### config.mk
export PLATFORM = sky130hd
export DESIGN_NAME = reset_cause_ctrl
export DESIGN_NICKNAME = d
export VERILOG_FILES = /design/src/rtl/rcc_pkg.sv /design/src/rtl/rcc_pin_filter.sv /design/src/rtl/rcc_pwrup_seq.sv /design/src/rtl/rcc_status_reg.sv /design/src/rtl/reset_cause_ctrl.sv
export SDC_FILE = /design/constraint.sdc
export NUM_CORES = 1
export LEC_CHECK = 0
export BUFFER_PORTS_ARGS = -buffer_cell sky130_fd_sc_hd__buf_2
export CELL_PAD_IN_SITES_DETAIL_PLACEMENT = 0
export CELL_PAD_IN_SITES_GLOBAL_PLACEMENT = 1
export CORE_MARGIN = 2
export CORE_UTILIZATION = 36
export CTS_BUF_LIST = sky130_fd_sc_hd__clkbuf_4
export DETAILED_ROUTE_END_ITERATION = 16
export PLACE_DENSITY_LB_ADDON = 0.1
export SYNTH_ARGS = -nofsm -noshare
export SYNTH_HDL_FRONTEND = slang
export SYNTH_SLANG_ARGS = --single-unit
### constraint.sdc
create_clock -name clk -period 3.7 [get_ports clk]
set_input_delay 0.925 -clock clk [delete_from_list [all_inputs] [get_ports clk]]
set_output_delay 0.925 -clock clk [all_outputs]
set_load 0.1 [all_outputs]
### src/rtl/rcc_pkg.sv
package rcc_pkg;
    typedef enum logic [2:0] {
        ST_POR,
        ST_BOR,
        ST_PWRT,
        ST_RUN,
        ST_SRST
    } rst_state_e;

    localparam int STAT_W   = 8;
    localparam int FLAG_BOR = 0;
    localparam int FLAG_PWR = 1;
    localparam int FLAG_CM  = 5;
endpackage

### src/rtl/rcc_pin_filter.sv
module rcc_pin_filter #(
    parameter int FILT_CYC = 8
) (
    input  logic clk,
    input  logic pwr_on_rst,
    input  logic pin_n,
    output logic pin_rst
);
    localparam int CW = $clog2(FILT_CYC + 1);
    localparam logic [CW-1:0] LIMIT = CW'(FILT_CYC);

    logic [1:0]    sync_q;
    logic [CW-1:0] low_cnt;

    always_ff @(posedge clk or posedge pwr_on_rst) begin
        if (pwr_on_rst) begin
            sync_q  <= 2'b11;
            low_cnt <= '0;
        end else begin
            sync_q <= {sync_q[0], pin_n};
            if (sync_q[1]) begin
                low_cnt <= '0;
            end else if (low_cnt != LIMIT) begin
                low_cnt <= low_cnt + 1'b1;
            end
        end
    end

    assign pin_rst = (low_cnt == LIMIT);
endmodule

### src/rtl/rcc_pwrup_seq.sv
module rcc_pwrup_seq
    import rcc_pkg::*;
#(
    parameter int PWRT_CYC = 64
) (
    input  logic clk,
    input  logic pwr_on_rst,
    input  logic bor_cond,
    input  logic sync_req,
    output logic dev_rst
);
    localparam int TW = (PWRT_CYC > 2) ? $clog2(PWRT_CYC) : 1;
    localparam logic [TW-1:0] LAST = TW'(PWRT_CYC - 1);

    rst_state_e    state_q, state_d;
    logic [TW-1:0] tmr_q;

    // state register, power-on asserts asynchronously
    always_ff @(posedge clk or posedge pwr_on_rst) begin
        if (pwr_on_rst) begin
            state_q <= ST_POR;
        end else begin
            state_q <= state_d;
        end
    end

    // power-up timer: counts only while staying in ST_PWRT
    always_ff @(posedge clk or posedge pwr_on_rst) begin
        if (pwr_on_rst) begin
            tmr_q <= '0;
        end else if (state_q == ST_PWRT && state_d == ST_PWRT) begin
            tmr_q <= tmr_q + 1'b1;
        end else begin
            tmr_q <= '0;
        end
    end

    always_comb begin
        state_d = state_q;
        unique case (state_q)
            ST_POR:  state_d = bor_cond ? ST_BOR : ST_PWRT;
            ST_BOR:  state_d = bor_cond ? ST_BOR : ST_PWRT;
            ST_PWRT: begin
                if (bor_cond)           state_d = ST_BOR;
                else if (tmr_q == LAST) state_d = ST_RUN;
                else                    state_d = ST_PWRT;
            end
            ST_RUN: begin
                if (bor_cond)      state_d = ST_BOR;
                else if (sync_req) state_d = ST_SRST;
                else               state_d = ST_RUN;
            end
            ST_SRST: begin
                if (bor_cond)      state_d = ST_BOR;
                else if (sync_req) state_d = ST_SRST;
                else               state_d = ST_RUN;
            end
            default: state_d = ST_POR;
        endcase
    end

    always_comb begin
        unique case (state_q)
            ST_RUN:  dev_rst = 1'b0;
            default: dev_rst = 1'b1;
        endcase
    end
endmodule

### src/rtl/rcc_status_reg.sv
module rcc_status_reg
    import rcc_pkg::*;
(
    input  logic              clk,
    input  logic              pwr_on_rst,
    input  logic              bor_clr,
    input  logic              cm_clr,
    input  logic              wr_en,
    input  logic [STAT_W-1:0] wr_data,
    output logic [STAT_W-1:0] stat
);
    logic pwr_f, bor_f, cm_f;

    always_ff @(posedge clk or posedge pwr_on_rst) begin
        if (pwr_on_rst) begin
            pwr_f <= 1'b0;
            bor_f <= 1'b0;
        end else begin
            if (wr_en && wr_data[FLAG_PWR]) pwr_f <= 1'b1;
            if (bor_clr)                        bor_f <= 1'b0;
            else if (wr_en && wr_data[FLAG_BOR]) bor_f <= 1'b1;
        end
    end

    // mismatch flag survives power-on: no reset term
    always_ff @(posedge clk) begin
        if (cm_clr)                         cm_f <= 1'b0;
        else if (wr_en && wr_data[FLAG_CM]) cm_f <= 1'b1;
    end

    always_comb begin
        stat           = '0;
        stat[FLAG_BOR] = bor_f;
        stat[FLAG_PWR] = pwr_f;
        stat[FLAG_CM]  = cm_f;
    end
endmodule

### src/rtl/reset_cause_ctrl.sv
module reset_cause_ctrl
    import rcc_pkg::*;
#(
    parameter int CFG_W    = 16,
    parameter int FILT_CYC = 8,
    parameter int PWRT_CYC = 64
) (
    input  logic             clk,
    input  logic             pwr_on_rst,
    input  logic             ext_rst_n,
    input  logic             supply_ok,
    input  logic             regulator_on,
    input  logic             wdog_req,
    input  logic [CFG_W-1:0] cfg_word,
    input  logic [CFG_W-1:0] cfg_shadow,
    input  logic             sw_wr_en,
    input  logic [7:0]       sw_wr_data,
    output logic [7:0]       status,
    output logic             dev_rst
);
    logic             pin_rst;
    logic             bor_cond;
    logic             cfg_bad;
    logic [CFG_W-1:0] bit_bad;

    // each config bit must differ from its shadow bit
    for (genvar i = 0; i < CFG_W; i++) begin : g_cfg_cmp
        assign bit_bad[i] = ~(cfg_word[i] ^ cfg_shadow[i]);
    end
    assign cfg_bad  = |bit_bad;
    assign bor_cond = regulator_on & ~supply_ok;

    rcc_pin_filter #(.FILT_CYC(FILT_CYC)) u_filt (
        .clk        (clk),
        .pwr_on_rst (pwr_on_rst),
        .pin_n      (ext_rst_n),
        .pin_rst    (pin_rst)
    );

    rcc_pwrup_seq #(.PWRT_CYC(PWRT_CYC)) u_seq (
        .clk        (clk),
        .pwr_on_rst (pwr_on_rst),
        .bor_cond   (bor_cond),
        .sync_req   (pin_rst | wdog_req | cfg_bad),
        .dev_rst    (dev_rst)
    );

    rcc_status_reg u_stat (
        .clk        (clk),
        .pwr_on_rst (pwr_on_rst),
        .bor_clr    (bor_cond),
        .cm_clr     (cfg_bad),
        .wr_en      (sw_wr_en),
        .wr_data    (sw_wr_data),
        .stat       (status)
    );
endmodule

==> results.md <==
* Outcome: complete, no violations
* Yosys cell types at 31
* Clk_skew at 0.01269 ns
* Total CTS buffers at 3
* Cells after Synth at 114
* RR Startpoint: u_seq.tmr_q[0]$_DFF_PP0_
* PwrDens at 404.6 nW/um2
* Ordered list of cells on the worst path: nor2b_1, nand2_1, buf_2
* Worst Hold Depth at 0
* Worst reg-to-reg setup slack at 2.18 ns
* Syn avg cell area at 9.582 um2
* Crit path capture type: output pin
* Placer Congestion at 0.7168
* Critical Path Sink: dev_rst
* Tmin final at 2.304 ns
* Critical path's top delay family: flip-flops
* Reg2Reg Depth at 5
* TNS Setup at 0 ns
* Setup CP Type: flip-flop to output pin
* ANT cells at 0
* Initial detailed-routing violation count at 23
* Hold Crit Class: flip-flop to flip-flop
* Post-CTS Hold Buffers at 0
* Pin count of the biggest net entering global routing at 18
* Share of cells above drive strength 1 at 33.76%
* Core Footprint at 2829 um2
* Starting Density at 38.61%
* Worst-path clk slew at 0.11 ns
* Pre-CTS setup slack at 1.625 ns
* Max stage delay on crit path at 0.44 ns
* Levels on crit path at 3
* Largest area contributor in the netlist: dfrtp_1
* DRC at 0
* CTS tree: yes
* Worst Setup SP: u_seq.state_q[1]$_DFF_PP0_
* Lkg Pwr at 0.0006222 uW
* Hold Vio Cnt, Final at 0
* Root Buffer: clkbuf_4
* PostCTS Resize Cnt at 0
* # Post-CTS Setup Buffers at 0
* Vias at 883
* Worst Tran Pin Value at 0.6341 ns
* Max VDD drop at 0.0001411 V
* Tot Pwr at 535.1 uW
* Cell Rows at 19
* Worst r2r dst: u_seq.tmr_q[3]$_DFF_PP0_
* Slew Viols, Final at 0
* Area grow syn2layout at 21.08%
* Startpoint types: flip-flop
* Die Area at 3491 um2
* EDFF count, synth at 0
* Warnings from Yosys at 0
* CTS Buffer Depth at 2
* Final Setup Violations at 0
* Avg WL per Cell at 10.72 um
* Initial antenna violation count at 0
* Fillers at 271
* Max cap viols at 0
* PnR worst setup slack at 1.397 ns
* Synth top area share at 34.36%
* GRT Util Overall at 13.03%
* Clock latency reported for the late side of the worst-skew pair at 0.29 ns
* Port-buffer cells at 45
* Yosys reg bits at 18
* Detailed Route WL at 2.015 mm
* H-tree depth at 1
* DIE HEIGHT at 59.09 um
* Fmax at 434.1 MHz
* DR pass1 iterations at 4
* Seq/Total Area, Yosys at 41.01%
* GRT overflow at 0
* Vias in the first global route at 888
* Io pins at 56
* WP buf/inv at 1
* RSZ-0062 raised after global routing: false
* Worst Path Required at 2.77 ns
* Final ANT Viol Nets at 0
* CP Max Fanout at 6
* Top post-synthesis cells by area: dfrtp_1 (34%), xnor2_1 (14%), buf_4 (5.5%)
* Netlist Area Pre-Place at 1092 um2
* Placed inst area at 1296 um2
* Die W at 59.09 um
* Rel. slew slack at 57.68%
* Synth Flop Type: dfrtp_1
* Final period utilization at 62.26%
* CP max-delay cell: dfrtp_1
* Async SR Flop Fraction at 94.44%
* Via/cell ratio at 4.697
* Cell area after layout at 1323 um2
* Clock sink total at 18
* Nets at 208
* First-pass GRT wire length at 3.429 mm
* Crit path DAT at 1.38 ns
* DPL Wire Length at 1.672 mm
cell families (layout without fill, tap and decap cells):
logic type,after synthesis,after routing,synth area share [%]
other cells,1,5,0.3433
flops,18,18,41.01
fa+ha+maj,3,3,3.437
buf+inv,14,53,8.247
compound gates,12,12,7.102
xor+xnor,22,22,17.64
simple gates,42,42,20.39
mux,2,2,1.833
Yosys cell counts (all sizes together), types with 2 or more instances:
master and count:
xnor2 18, nor2 16, dfrtp 15, buf 9, nor4 8, a21oi 4
inv 4, nand2 4, nand3 4, xor2 4, ha 3, nor2b 3
a21o 2, a22oi 2, dfstp 2, mux2i 2, nand4 2, o21ai 2
placed cells by master, fill, tap and decap left out, types with 2 or more instances in the layout:
master	count
nand3_1	3
conb_1	5
ha_1	3
clkbuf_4	3
a22oi_1	2
nor4_1	8
dfstp_2	2
nand2_1	4
buf_2	45
nand4_1	2
nor2b_1	3
xnor2_1	18
nor2_1	15
xor2_1	4
inv_1	4
dfrtp_1	15
mux2i_1	2
o21ai_0	2
a21oi_1	4
a21o_1	2
final cells by class:
class                      count  area (um2)  area share [%]
clock buffer                   3       22.52           1.703
clock inverter                 1       3.754          0.2838
inverter                       4       15.01           1.135
multi-input combinational     86       569.3           43.05
sequential                    18       447.9           33.87
tap                           31       38.79           2.933
timing repair buffer          45       225.2           17.03
report_power, final:
part           internal (uW)  switching (uW)  total [uW]
combinational           73.0             115         188
clock                   39.2            58.7        97.8
sequential               222            26.9         249
total                    334             201         535
per-stage QoR:
| step | utilization, % | hold slack [ns] | std cells |
|---|---|---|---|
| 6_report | 46.75 | 0.3643 | 188 |
| 5_1_grt | 46.75 | 0.3770 | 188 |
| 3_5_place_dp | 45.82 | 0.3507 | 184 |
| 3_3_place_gp | 45.82 | 0.3470 | 184 |
| 2_1_floorplan | - | 0.3452 | 118 |
| 4_1_cts | 46.75 | 0.3673 | 188 |
flip-flops by register name, summed over array words and instances (netlist names):
signal and count:
u_filt.low_cnt 4, u_filt.sync_q 2, u_seq.state_q 3, u_seq.tmr_q 6, u_stat.bor_f 1, u_stat.cm_f 1
u_stat.pwr_f 1
metal layers:
metal	track usage (%)	wire [um]	vias up	part of all wire (%)
met5	0	0	-	0
met4	7.792	27	0	1.3
met3	2.183	160	2	7.9
met2	21.59	936	41	46
met1	15.76	891	382	44
li1	-	-	458	-
worst min path at each step:
stage,start,to,slack (ns)
global route,u_filt.sync_q[0]$_DFF_PP1_,u_filt.sync_q[1]$_DFF_PP1_,0.38
CTS,u_filt.sync_q[0]$_DFF_PP1_,u_filt.sync_q[1]$_DFF_PP1_,0.37
floorplan,u_filt.sync_q[0]$_DFF_PP1_,u_filt.sync_q[1]$_DFF_PP1_,0.35
finish,u_filt.sync_q[0]$_DFF_PP1_,u_filt.sync_q[1]$_DFF_PP1_,0.36
detailed placement,u_filt.sync_q[0]$_DFF_PP1_,u_filt.sync_q[1]$_DFF_PP1_,0.35
global placement,u_filt.sync_q[0]$_DFF_PP1_,u_filt.sync_q[1]$_DFF_PP1_,0.35
worst reg2reg max path: stages, from the launching register on:
cell	delay [ns]
dfrtp_1	0.41
ha_1	0.24
nand3_2	0.10
nor2_2	0.05
or4_4	0.52
nor2_1	0.12
Note: power is estimated with default switching activity, not from simulation.
